`config.mk`:
```
export PLATFORM = sky130hd
export DESIGN_NAME = sbc_cache
export DESIGN_NICKNAME = d
export VERILOG_FILES = /design/src/rtl/sbc_pkg.sv /design/src/rtl/sbc_tag_store.sv /design/src/rtl/sbc_data_store.sv /design/src/rtl/sbc_ctrl.sv /design/src/rtl/sbc_cache.sv
export SDC_FILE = /design/constraint.sdc
export NUM_CORES = 2
export LEC_CHECK = 0
export ABC_AREA = 0
export BUFFER_PORTS_ARGS = -buffer_cell sky130_fd_sc_hd__buf_4
export CAP_MARGIN = 20
export CORE_MARGIN = 2
export CORE_UTILIZATION = 43
export CTS_BUF_LIST = sky130_fd_sc_hd__clkbuf_8
export DETAILED_ROUTE_END_ITERATION = 8
export SLEW_MARGIN = 25
export SYNTH_ARGS = -nofsm -noshare
export SYNTH_HDL_FRONTEND = slang
export SYNTH_SLANG_ARGS = --single-unit
```
`constraint.sdc`:
```
create_clock -name clk_i -period 5.4 [get_ports clk_i]
set_input_delay 1.08 -clock clk_i [delete_from_list [all_inputs] [get_ports clk_i]]
set_output_delay 1.08 -clock clk_i [all_outputs]
set_load 0.1 [all_outputs]
```
`src/rtl/sbc_pkg.sv`:
```
package sbc_pkg;
  typedef enum logic [1:0] {
    ST_IDLE    = 2'd0,
    ST_WR      = 2'd1,
    ST_RD_REQ  = 2'd2,
    ST_RD_WAIT = 2'd3
  } sbc_state_e;
endpackage

```
`src/rtl/sbc_tag_store.sv`:
```
module sbc_tag_store #(
  parameter int TAG_W = 26,
  parameter int IDX_W = 4,
  parameter int OFF_W = 2
) (
  input  logic             clk_i,
  input  logic             rst_ni,
  input  logic [IDX_W-1:0] lk_idx_i,
  input  logic [OFF_W-1:0] lk_off_i,
  input  logic [TAG_W-1:0] lk_tag_i,
  output logic             hit_o,
  input  logic             upd_en_i,
  input  logic [IDX_W-1:0] upd_idx_i,
  input  logic [OFF_W-1:0] upd_off_i,
  input  logic [TAG_W-1:0] upd_tag_i
);
  localparam int BLK_N = 1 << IDX_W;
  localparam int SUB_N = 1 << OFF_W;

  logic [TAG_W-1:0] tag_q   [BLK_N];
  logic [SUB_N-1:0] valid_q [BLK_N];
  logic             upd_match;

  assign hit_o     = (tag_q[lk_idx_i] == lk_tag_i) && valid_q[lk_idx_i][lk_off_i];
  assign upd_match = (tag_q[upd_idx_i] == upd_tag_i);

  always_ff @(posedge clk_i or negedge rst_ni) begin
    if (!rst_ni) begin
      for (int b = 0; b < BLK_N; b++) begin
        tag_q[b]   <= '0;
        valid_q[b] <= '0;
      end
    end else if (upd_en_i) begin
      if (upd_match) begin
        valid_q[upd_idx_i][upd_off_i] <= 1'b1;
      end else begin
        // tag takeover: only the touched word survives
        tag_q[upd_idx_i]   <= upd_tag_i;
        valid_q[upd_idx_i] <= SUB_N'(1) << upd_off_i;
      end
    end
  end
endmodule

```
`src/rtl/sbc_data_store.sv`:
```
module sbc_data_store #(
  parameter int DATA_W = 32,
  parameter int IDX_W  = 4,
  parameter int OFF_W  = 2
) (
  input  logic              clk_i,
  input  logic              wr_en_i,
  input  logic [IDX_W-1:0]  wr_idx_i,
  input  logic [OFF_W-1:0]  wr_off_i,
  input  logic [DATA_W-1:0] wr_data_i,
  input  logic [IDX_W-1:0]  rd_idx_i,
  input  logic [OFF_W-1:0]  rd_off_i,
  output logic [DATA_W-1:0] rd_data_o
);
  localparam int BLK_N = 1 << IDX_W;
  localparam int SUB_N = 1 << OFF_W;

  logic [DATA_W-1:0] bank_rd [SUB_N];

  for (genvar s = 0; s < SUB_N; s++) begin : g_bank
    logic [DATA_W-1:0] word_q [BLK_N];
    always_ff @(posedge clk_i) begin
      if (wr_en_i && (wr_off_i == OFF_W'(s))) word_q[wr_idx_i] <= wr_data_i;
    end
    assign bank_rd[s] = word_q[rd_idx_i];
  end

  assign rd_data_o = bank_rd[rd_off_i];
endmodule

```
`src/rtl/sbc_ctrl.sv`:
```
module sbc_ctrl
  import sbc_pkg::*;
(
  input  logic clk_i,
  input  logic rst_ni,
  input  logic req_valid_i,
  input  logic req_write_i,
  input  logic hit_i,
  input  logic mem_gnt_i,
  input  logic mem_rvalid_i,
  output logic cap_o,
  output logic mem_req_o,
  output logic mem_we_o,
  output logic ready_o,
  output logic upd_o,
  output logic fill_o
);
  sbc_state_e state_q, state_d;

  always_ff @(posedge clk_i or negedge rst_ni) begin
    if (!rst_ni) state_q <= ST_IDLE;
    else         state_q <= state_d;
  end

  always_comb begin
    state_d   = state_q;
    cap_o     = 1'b0;
    mem_req_o = 1'b0;
    mem_we_o  = 1'b0;
    ready_o   = 1'b0;
    upd_o     = 1'b0;
    fill_o    = 1'b0;
    unique case (state_q)
      ST_IDLE: begin
        if (req_valid_i) begin
          if (req_write_i) begin
            cap_o   = 1'b1;
            state_d = ST_WR;
          end else if (hit_i) begin
            ready_o = 1'b1;
          end else begin
            cap_o   = 1'b1;
            state_d = ST_RD_REQ;
          end
        end
      end
      ST_WR: begin
        mem_req_o = 1'b1;
        mem_we_o  = 1'b1;
        if (mem_gnt_i) begin
          ready_o = 1'b1;
          upd_o   = 1'b1;
          state_d = ST_IDLE;
        end
      end
      ST_RD_REQ: begin
        mem_req_o = 1'b1;
        if (mem_gnt_i) state_d = ST_RD_WAIT;
      end
      ST_RD_WAIT: begin
        fill_o = 1'b1;
        if (mem_rvalid_i) begin
          ready_o = 1'b1;
          upd_o   = 1'b1;
          state_d = ST_IDLE;
        end
      end
      default: state_d = ST_IDLE;
    endcase
  end
endmodule

```
`src/rtl/sbc_cache.sv`:
```
module sbc_cache #(
  parameter int ADDR_W = 32,
  parameter int DATA_W = 32,
  parameter int SUB_N  = 4,
  parameter int BLK_N  = 16
) (
  input  logic              clk_i,
  input  logic              rst_ni,
  input  logic              req_valid_i,
  input  logic              req_write_i,
  input  logic [ADDR_W-1:0] req_addr_i,
  input  logic [DATA_W-1:0] req_wdata_i,
  output logic              req_ready_o,
  output logic [DATA_W-1:0] req_rdata_o,
  output logic              mem_req_o,
  output logic              mem_we_o,
  output logic [ADDR_W-1:0] mem_addr_o,
  output logic [DATA_W-1:0] mem_wdata_o,
  input  logic              mem_gnt_i,
  input  logic              mem_rvalid_i,
  input  logic [DATA_W-1:0] mem_rdata_i
);
  localparam int OFF_W = $clog2(SUB_N);
  localparam int IDX_W = $clog2(BLK_N);
  localparam int TAG_W = ADDR_W - IDX_W - OFF_W;

  logic [ADDR_W-1:0] addr_q;
  logic [DATA_W-1:0] wdata_q;
  logic              cap, upd, fill, hit;
  logic [DATA_W-1:0] arr_rdata, upd_data;

  wire [OFF_W-1:0] lk_off = req_addr_i[OFF_W-1:0];
  wire [IDX_W-1:0] lk_idx = req_addr_i[OFF_W +: IDX_W];
  wire [TAG_W-1:0] lk_tag = req_addr_i[ADDR_W-1 -: TAG_W];
  wire [OFF_W-1:0] up_off = addr_q[OFF_W-1:0];
  wire [IDX_W-1:0] up_idx = addr_q[OFF_W +: IDX_W];
  wire [TAG_W-1:0] up_tag = addr_q[ADDR_W-1 -: TAG_W];

  always_ff @(posedge clk_i or negedge rst_ni) begin
    if (!rst_ni) begin
      addr_q  <= '0;
      wdata_q <= '0;
    end else if (cap) begin
      addr_q  <= req_addr_i;
      wdata_q <= req_wdata_i;
    end
  end

  sbc_ctrl u_ctrl (
    .clk_i       (clk_i),
    .rst_ni      (rst_ni),
    .req_valid_i (req_valid_i),
    .req_write_i (req_write_i),
    .hit_i       (hit),
    .mem_gnt_i   (mem_gnt_i),
    .mem_rvalid_i(mem_rvalid_i),
    .cap_o       (cap),
    .mem_req_o   (mem_req_o),
    .mem_we_o    (mem_we_o),
    .ready_o     (req_ready_o),
    .upd_o       (upd),
    .fill_o      (fill)
  );

  sbc_tag_store #(.TAG_W(TAG_W), .IDX_W(IDX_W), .OFF_W(OFF_W)) u_tags (
    .clk_i    (clk_i),
    .rst_ni   (rst_ni),
    .lk_idx_i (lk_idx),
    .lk_off_i (lk_off),
    .lk_tag_i (lk_tag),
    .hit_o    (hit),
    .upd_en_i (upd),
    .upd_idx_i(up_idx),
    .upd_off_i(up_off),
    .upd_tag_i(up_tag)
  );

  assign upd_data = fill ? mem_rdata_i : wdata_q;

  sbc_data_store #(.DATA_W(DATA_W), .IDX_W(IDX_W), .OFF_W(OFF_W)) u_data (
    .clk_i    (clk_i),
    .wr_en_i  (upd),
    .wr_idx_i (up_idx),
    .wr_off_i (up_off),
    .wr_data_i(upd_data),
    .rd_idx_i (lk_idx),
    .rd_off_i (lk_off),
    .rd_data_o(arr_rdata)
  );

  assign req_rdata_o = fill ? mem_rdata_i : arr_rdata;
  assign mem_addr_o  = addr_q;
  assign mem_wdata_o = wdata_q;
endmodule

```
## Word-level counts from Yosys, hierarchy flattened

Memories as Yosys holds them, arrays and structs flattened.
Cells that the tools add are included.

| operators by class | value |
|---|---|
| magnitude comparators | 7 |
| equal/unequal tests | 13 |
| shifts and indexed selects | 1 |
| muxes and demuxes | 56 |
| bitwise logic cells | 5 |
| reduce and logical (&&, ||, !) cells | 12 |

Operators with widths:

| kind | count |
|---|---|
| $bwmux W416 | 1 |
| $bmux W26 S4 | 2 |
| $mux W26 | 5 |
| $mux W32 | 4 |
| $demux W26 S4 | 1 |
| $bmux W32 S2 | 1 |
| $bwmux W64 | 1 |
| $mux W64 | 1 |
| $or A64 B64 Y64 | 1 |
| $eq A26 B26 Y1 | 2 |
| $demux W4 S4 | 2 |
| $mux W1 | 22 |
| $bmux W4 S4 | 1 |
| $mux W4 | 4 |
| $mux W2 | 6 |
| $ge A5 B5 Y1 const B | 2 |
| $not A4 Y5 | 2 |
| $eq A2 B2 Y1 const B | 4 |
| $ne A2 B2 Y1 const B | 4 |
| $pmux W2 S4 | 1 |
| $logic_and A1 B1 Y1 | 7 |
| $lt A2 B3 Y1 const B | 2 |
| $lt A5 B1 Y1 const B | 1 |
| $reduce_and A5 Y1 | 1 |
| 14 further kinds | 16 |

| word-level totals | value |
|---|---|
| bits in registers | 546 |
| memory bits (writable) | 2048 |
| input bits | 102 |
| output and inout bits | 99 |
| memories kept | 4 |

Memories:

| name | words | bits a word | rd ports | clocked after Yosys merged registers in | wr ports | RTL line | source |
|---|---|---|---|---|---|---|---|
| u_data.g_bank[0].word_q | 16 | 32 | 1 | 0 | 1 | sbc_data_store.sv:21 | `logic [DATA_W-1:0] word_q [BLK_N];` |
| u_data.g_bank[1].word_q | 16 | 32 | 1 | 0 | 1 | sbc_data_store.sv:21 |  |
| u_data.g_bank[2].word_q | 16 | 32 | 1 | 0 | 1 | sbc_data_store.sv:21 |  |
| u_data.g_bank[3].word_q | 16 | 32 | 1 | 0 | 1 | sbc_data_store.sv:21 |  |

## Logic depth before layout (Yosys ltp)

| logic depth | value |
|---|---|
| depth after elaboration | 11 |
| mapped depth | 16 |
| mapped depth without buffers | 8 |

## Modules after synthesis

Synthesis repeated with hierarchy kept, for this count alone.

| unflattened totals | value |
|---|---|
| cell total of the unflattened synthesis | 5358 |
| area, all modules | 107536.9 µm² |

Modules (own cells, without submodules):

| module | times used | cells an instance | area an instance (µm²) |
|---|---|---|---|
| sbc_data_store | 1 | 3348 | 77618.2 |
| sbc_tag_store | 1 | 1777 | 26439.1 |
| sbc_cache | 1 | 206 | 3230.6 |
| sbc_ctrl | 1 | 27 | 249.0 |

## Worst setup path after synthesis

OpenSTA, ideal clock, no wires.

| timing path | value |
|---|---|
| path kind | input-to-output |
| from | input port req_addr_i[3] |
| to | output port req_rdata_o[31] |
| arrival time | 6017 ps |
| data required time | 4320 ps |
| slack | -1697 ps |
| cell stages on the path | 14 |
| buffers on the path | 8 |
| cell sequence | buf_4 > buf_2 > buf_2 > buf_2 > buf_2 > clkbuf_1 > buf_1 > clkbuf_1 > mux4_2 > mux4_2 > nand2_1 > a21oi_1 > a21oi_1 > o21ai_0 |

| on the way | value |
|---|---|
| cells in the longest elaborated chain, start to end | 5 |

Ends and longest elaborated chain:

| item | RTL line | source |
|---|---|---|
| from (decl) | sbc_cache.sv:11 | `input logic [ADDR_W-1:0] req_addr_i,` |
| $mem_v2 Z16 W32 | n/a |  |
| $bmux W32 S2 (*) | sbc_data_store.sv:28 | `assign rd_data_o = bank_rd[rd_off_i];` |
| $mux W32 (implied by the code) (*) (2 in a row) | sbc_data_store.sv:28 |  |
| $mux W32 (*) | sbc_cache.sv:91 | `assign req_rdata_o = fill ? mem_rdata_i : arr_rdata;` |
| to (decl) | sbc_cache.sv:14 | `output logic [DATA_W-1:0] req_rdata_o,` |

Every way passes the cells marked *; elsewhere a longest branch is shown, timed or not. The select of a mux whose other input is x is not followed.

## Worst setup path in the final report

| timing path | value |
|---|---|
| from | register u_tags.tag_q[217] in the netlist's numbering |
| to | output port req_ready_o |

| on the way | value |
|---|---|
| cells in the longest elaborated chain, start to end | 9 |

Ends and longest elaborated chain:

| item | RTL line | source |
|---|---|---|
| from (decl) | sbc_tag_store.sv:20 | `logic [TAG_W-1:0] tag_q [BLK_N];` |
| from (signal, indexed assignment) | sbc_tag_store.sv:38 | `tag_q[upd_idx_i] <= upd_tag_i;` |
| $bmux W26 S4 | sbc_tag_store.sv:24 | `assign hit_o = (tag_q[lk_idx_i] == lk_tag_i) && valid_q[lk_idx_i][lk_off_i];` |
| $mux W26 (implied by the code) (2 in a row) | sbc_tag_store.sv:24 |  |
| $eq A26 B26 Y1 | sbc_tag_store.sv:24 |  |
| $logic_and A1 B1 Y1 | sbc_tag_store.sv:24 |  |
| $mux W1 | sbc_ctrl.sv:39 | `end else if (hit_i) begin` |
| $mux W1 | sbc_ctrl.sv:36 | `if (req_write_i) begin` |
| $mux W1 | sbc_ctrl.sv:35 | `if (req_valid_i) begin` |
| $pmux W1 S3 | sbc_ctrl.sv:33 | `unique case (state_q)` |
| to (decl) | sbc_cache.sv:13 | `output logic req_ready_o,` |

Every way passes these cells. The select of a mux whose other input is x is not followed.

==> out/results.env <==
MAX_CAP_VIOLATIONS=0
DESIGN.PORTCOUNT=201
YS.WARNINGS.COUNT=0
RSZ0062_AT_GRT='true'
SHARE_COMB_OF_TOTAL_POWER=0.265
VIAS=55600
P_SW_mW=20.4
COMMONEST_CELLS_IN_THE_SYNTHESIZED_NETLIST='2048 x sky130_fd_sc_hd__edfxtp_1, 886 x sky130_fd_sc_hd__mux4_2, 546 x sky130_fd_sc_hd__dfrtp_1'
SYNTH-SEQ-AREA-SHARE=0.703
TIMING_HOLD_VIOLATIONS_FINAL=0
CRITPATHARRIVALTIME_NS=4.36
CLK-INSERTION-DELAY-LATE_NS=1.13
SYN-MEAN-INSTANCE-AREA_UM2=20.9
TIMING.CRITICAL_PATH.SLOWEST_STAGE_CELL='sky130_fd_sc_hd__or4b_1'
NUMBER_OF_BUFFERS_CREATED_BY_CTS=430
SEQUENTIAL_CELL_AREA_MM2=0.0752
SYNTH.TOP_CELL.AREA_SHARE=0.576
POWER.IR.VDD_WORST_mV=0.406
TIMING_MAX_TRANSITION_VIOLATIONS_FINAL=0
FINAL_CORE_UTIL=0.501
INITIAL_CORE_UTIL=0.431
OUTCOME='complete, but fails checks'
GRT_PASS1_VIAS=57600
MIN_PATH_TYPE='input pin to flop'
SYNTH-EDFF-COUNT=2048
DETAILED_ROUTE_DRC_ERROR_COUNT=0
GRT_UTIL_ALL_LAYERS=0.238
NUMBER_OF_ANTENNA_VIOLATIONS_AT_THE_FIRST_CHECK_IN_GLOBAL_ROUTING=12
MAX_CLOCK_FREQ_GHz=0.184
TIMING_WORST_SLEW_PIN_VALUE_NS=1.12
PLACE_CONGESTION=0.812
NETLIST_AREA_MM2=0.107
P_LEAK_nW=43.7
POSTSYNTHNETCOUNT=5229
ANTENNA_LEFT=0
WORST_PATH_LARGEST_CELL_DELAY_NS=0.67
POWER_FRAC_CLOCK=0.263
GRT_PASS1_WL_UM=427000
BUFFER_PORTS.INSERTED=200
FLOORPLAN.DIE_AREA_MM2=0.253
SYNTH_TOP_FLOP_CELL='sky130_fd_sc_hd__edfxtp_1'
CORE_REGION_AREA_MM2=0.248
SYNTHTOLAYOUTAREAGROWTH_PCT=16.2
CRIT_PATH_END_KIND='output port'
DETAILED_ROUTING_ITERATION_COUNT_FOR_THE_PRE_ANTENNA_REPAIR_PASS=5
CTS.ROOT.BUFFER_CELL='sky130_fd_sc_hd__clkbuf_8'
GR-TOTAL-OVERFLOW=0
LAYOUT.CELL_AREA.NON_FILLER_MM2=0.124
TIMING.FINAL.CRIT_PERIOD_NS=5.44
FINAL_NET_COUNT=5843
WL_PER_CELL_UM=32.1
TIMING.MAX_SLEW.REL_SLACK=0.250
YOSYSMOSTFREQUENTCELL='sky130_fd_sc_hd__edfxtp_1'
CRIT_TYPE='flop to output port'
REPORT.FINAL.SETUP_VIOL=1
CELL_INTERNAL_PWR_mW=41.1
DRIVE_GT1_FRAC=0.393
ROUTED_VIA_DENSITY=5.93
PLACEMENT_ROWS=183
HPWLAFTERDP_UM=172000
GRT_MAX_DEGREE=124
CTS.HTREE.LEVELS=5
YOSYS_REGISTER_BITS=2594
DIEHEIGHT_UM=502
WORST-ENDPOINT-REQUIRED_NS=4.32
FILL_CELLS=19900
FINALWORSTSETUPSLACK_NS=-0.0419
TRITONCTS='built'
FIRST_ITER_VIOLATIONS=5991
PWR-SHARE-SEQ=0.473
POWER_DENSITY_mW_PER_MM2=496
FAILED_CHECKS='negative setup slack'
PLACED_CELL_AREA_MM2=0.116
SYNTH.DISTINCT_CELLS=62
SYN-INSTANCE-COUNT=5122
MAX-CLOCK-PATH-BUFFERS=4
ROUTE.FINAL.WIRE_LENGTH_UM=301000
DIEWIDTH_UM=502
CTS.REPORTEDPATHS.CLKPINSLEW_NS=0.07
CLOCK-SKEW-FINAL_NS=0.122
POST-SYNTH-TOP-AREA-CELL='sky130_fd_sc_hd__edfxtp_1'
LAYOUT_WORST_PATH_CYCLE_SHARE=1.01
WORSTPATHMAXFANOUT=3
WORSTSETUPSTARTPOINTTYPE='flop'
POWER.SWITCHING_FRACTION=0.332
MULTI_INPUT_LOGIC_AREA_MM2=0.0312
SYNTH.TOP_CELLS.BY_AREA='sky130_fd_sc_hd__edfxtp_1 58%, sky130_fd_sc_hd__mux4_2 19%, sky130_fd_sc_hd__dfrtp_1 13%'
ASYNCSETRESETFLOPFRACSYNTH=0.210
WORSTPATHCELLLIST='mux4_2, o22ai_1, a211oi_1, xor2_1, or4b_1, nor4b_4, buf_4, nand4_1, a21oi_4, buf_12'
CTS_NUM_SINKS=2594
## path summary, 6_finish.rpt
kind,from,endpoint,slack (ns),cells past startpoint
max,u_tags.tag_q[217],req_ready_o,-0.04,10
min reg2reg,u_tags.tag_q[153],u_tags.tag_q[153],0.50,1
min in group asynchronous,rst_ni,u_tags.tag_q[369],0.62,2
min,req_wdata_i[2],mem_wdata_o[2],0.19,2
max reg2reg,mem_addr_o[2],u_tags.tag_q[289],0.43,12
max in group asynchronous,rst_ni,mem_wdata_o[30],3.48,3
## cells by family (layout without fill, tap and decap cells)
kind of cell,count (synthesis),count (layout),share of synthesized area
xor+xnor,56,56,0.00459
other cells,0,5,0
flops,2594,2594,0.703
compound gates,209,209,0.0122
mux,1459,1459,0.246
buf+inv,474,1403,0.0193
simple gates,325,325,0.0137
fa+ha+maj,5,5,0.000585
## repair_timing
| item | 4_1_cts | 5_1_grt |
|---|---|---|
| cloned | 0 | 1 |
| buffers inserted | 1 | 1 |
| hold buffers | 1 | 0 |
| endpoints found under the setup margin | 1 | 6 |
| hold endpoints to repair | 17 | 0 |
| pin swaps | 3 | 3 |
| resized for setup | 9 | 12 |
## state kept, by name, indices dropped and copies added, names as in the netlist
signal,flops
u_data.g_bank.word_q,2048
u_tags.tag_q,416
u_tags.valid_q,64
mem_addr_o,32
mem_wdata_o,32
u_ctrl.state_q,2
## metal layers
| metal | routed length [µm] | GRT usage | part of all wire | vias to the layer above |
|---|---|---|---|---|
| met4 | 7760 | 0.0676 | 0.026 | 8 |
| li1 | - | - | - | 22400 |
| met5 | 71 | 0 | 0.00024 | - |
| met1 | 122000 | 0.325 | 0.40 | 30500 |
| met3 | 20500 | 0.0406 | 0.068 | 468 |
| met2 | 151000 | 0.396 | 0.50 | 2292 |
## worst max-delay path, delay by kind of cell, from the launching register on
kind / cells / cell delay, ns
AO/OA/AOI/OAI: 3 / 0.64
XOR/XNOR: 1 / 0.15
buffers and inverters: 2 / 0.36
flip-flops: 1 / 0.40
multiplexers: 1 / 0.47
AND/OR/NAND/NOR: 3 / 1.23
## power by group through the flow
| stage | Sequential, mW | Clock, mW | Combinational, mW |
|---|---|---|---|
| 4_1_cts | 29.0 | 16.5 | 16.3 |
| 5_1_grt | 29.4 | 17.4 | 17.2 |
| 2_1_floorplan | 30.5 | 0 | 9.43 |
| 6_report | 29.1 | 16.2 | 16.3 |
| 3_3_place_gp | 29.3 | 0 | 15.9 |
| 3_5_place_dp | 29.4 | 0 | 16.3 |
## layout make-up
class / instances / share of cell area
antenna: 5 / 0.000101
clock buffer: 470 / 0.0521
multi-input combinational: 2054 / 0.251
clock inverter: 277 / 0.0116
inverter: 107 / 0.00328
timing repair buffer: 549 / 0.0426
sequential: 2594 / 0.606
tap: 3330 / 0.0336
## cells in the final DEF, fill, tap and decap left out, drive strengths merged, types with 8 or more instances in the layout
cell,n
mux2i,75
nand2,140
nor2,90
buf,547
o22ai,78
mux2,498
nand3,12
inv,255
dfrtp,546
a21oi,25
bufinv,12
edfxtp,2048
o21ai,58
nor3,23
nand4,13
clkbuf,471
xor2,18
clkinv,113
nor2b,12
nand2b,8
xnor2,38
mux4,886
## through the flow
step	setup slack [ns]	hold WS, ns	TNS (ns)	cells	total power [mW]
after global placement	-0.632	0.482	-0.641	8631	45.3
after floorplan	0.00110	0.470	0	5122	40.0
final	-0.0419	0.188	-0.0419	9386	61.5
after global routing	-0.174	0.143	-0.174	9383	64.0
after detailed placement	-0.631	0.493	-0.664	8631	45.7
after CTS	-0.235	0.0748	-0.235	9379	61.9
Note: power is estimated with default switching activity, not from simulation.
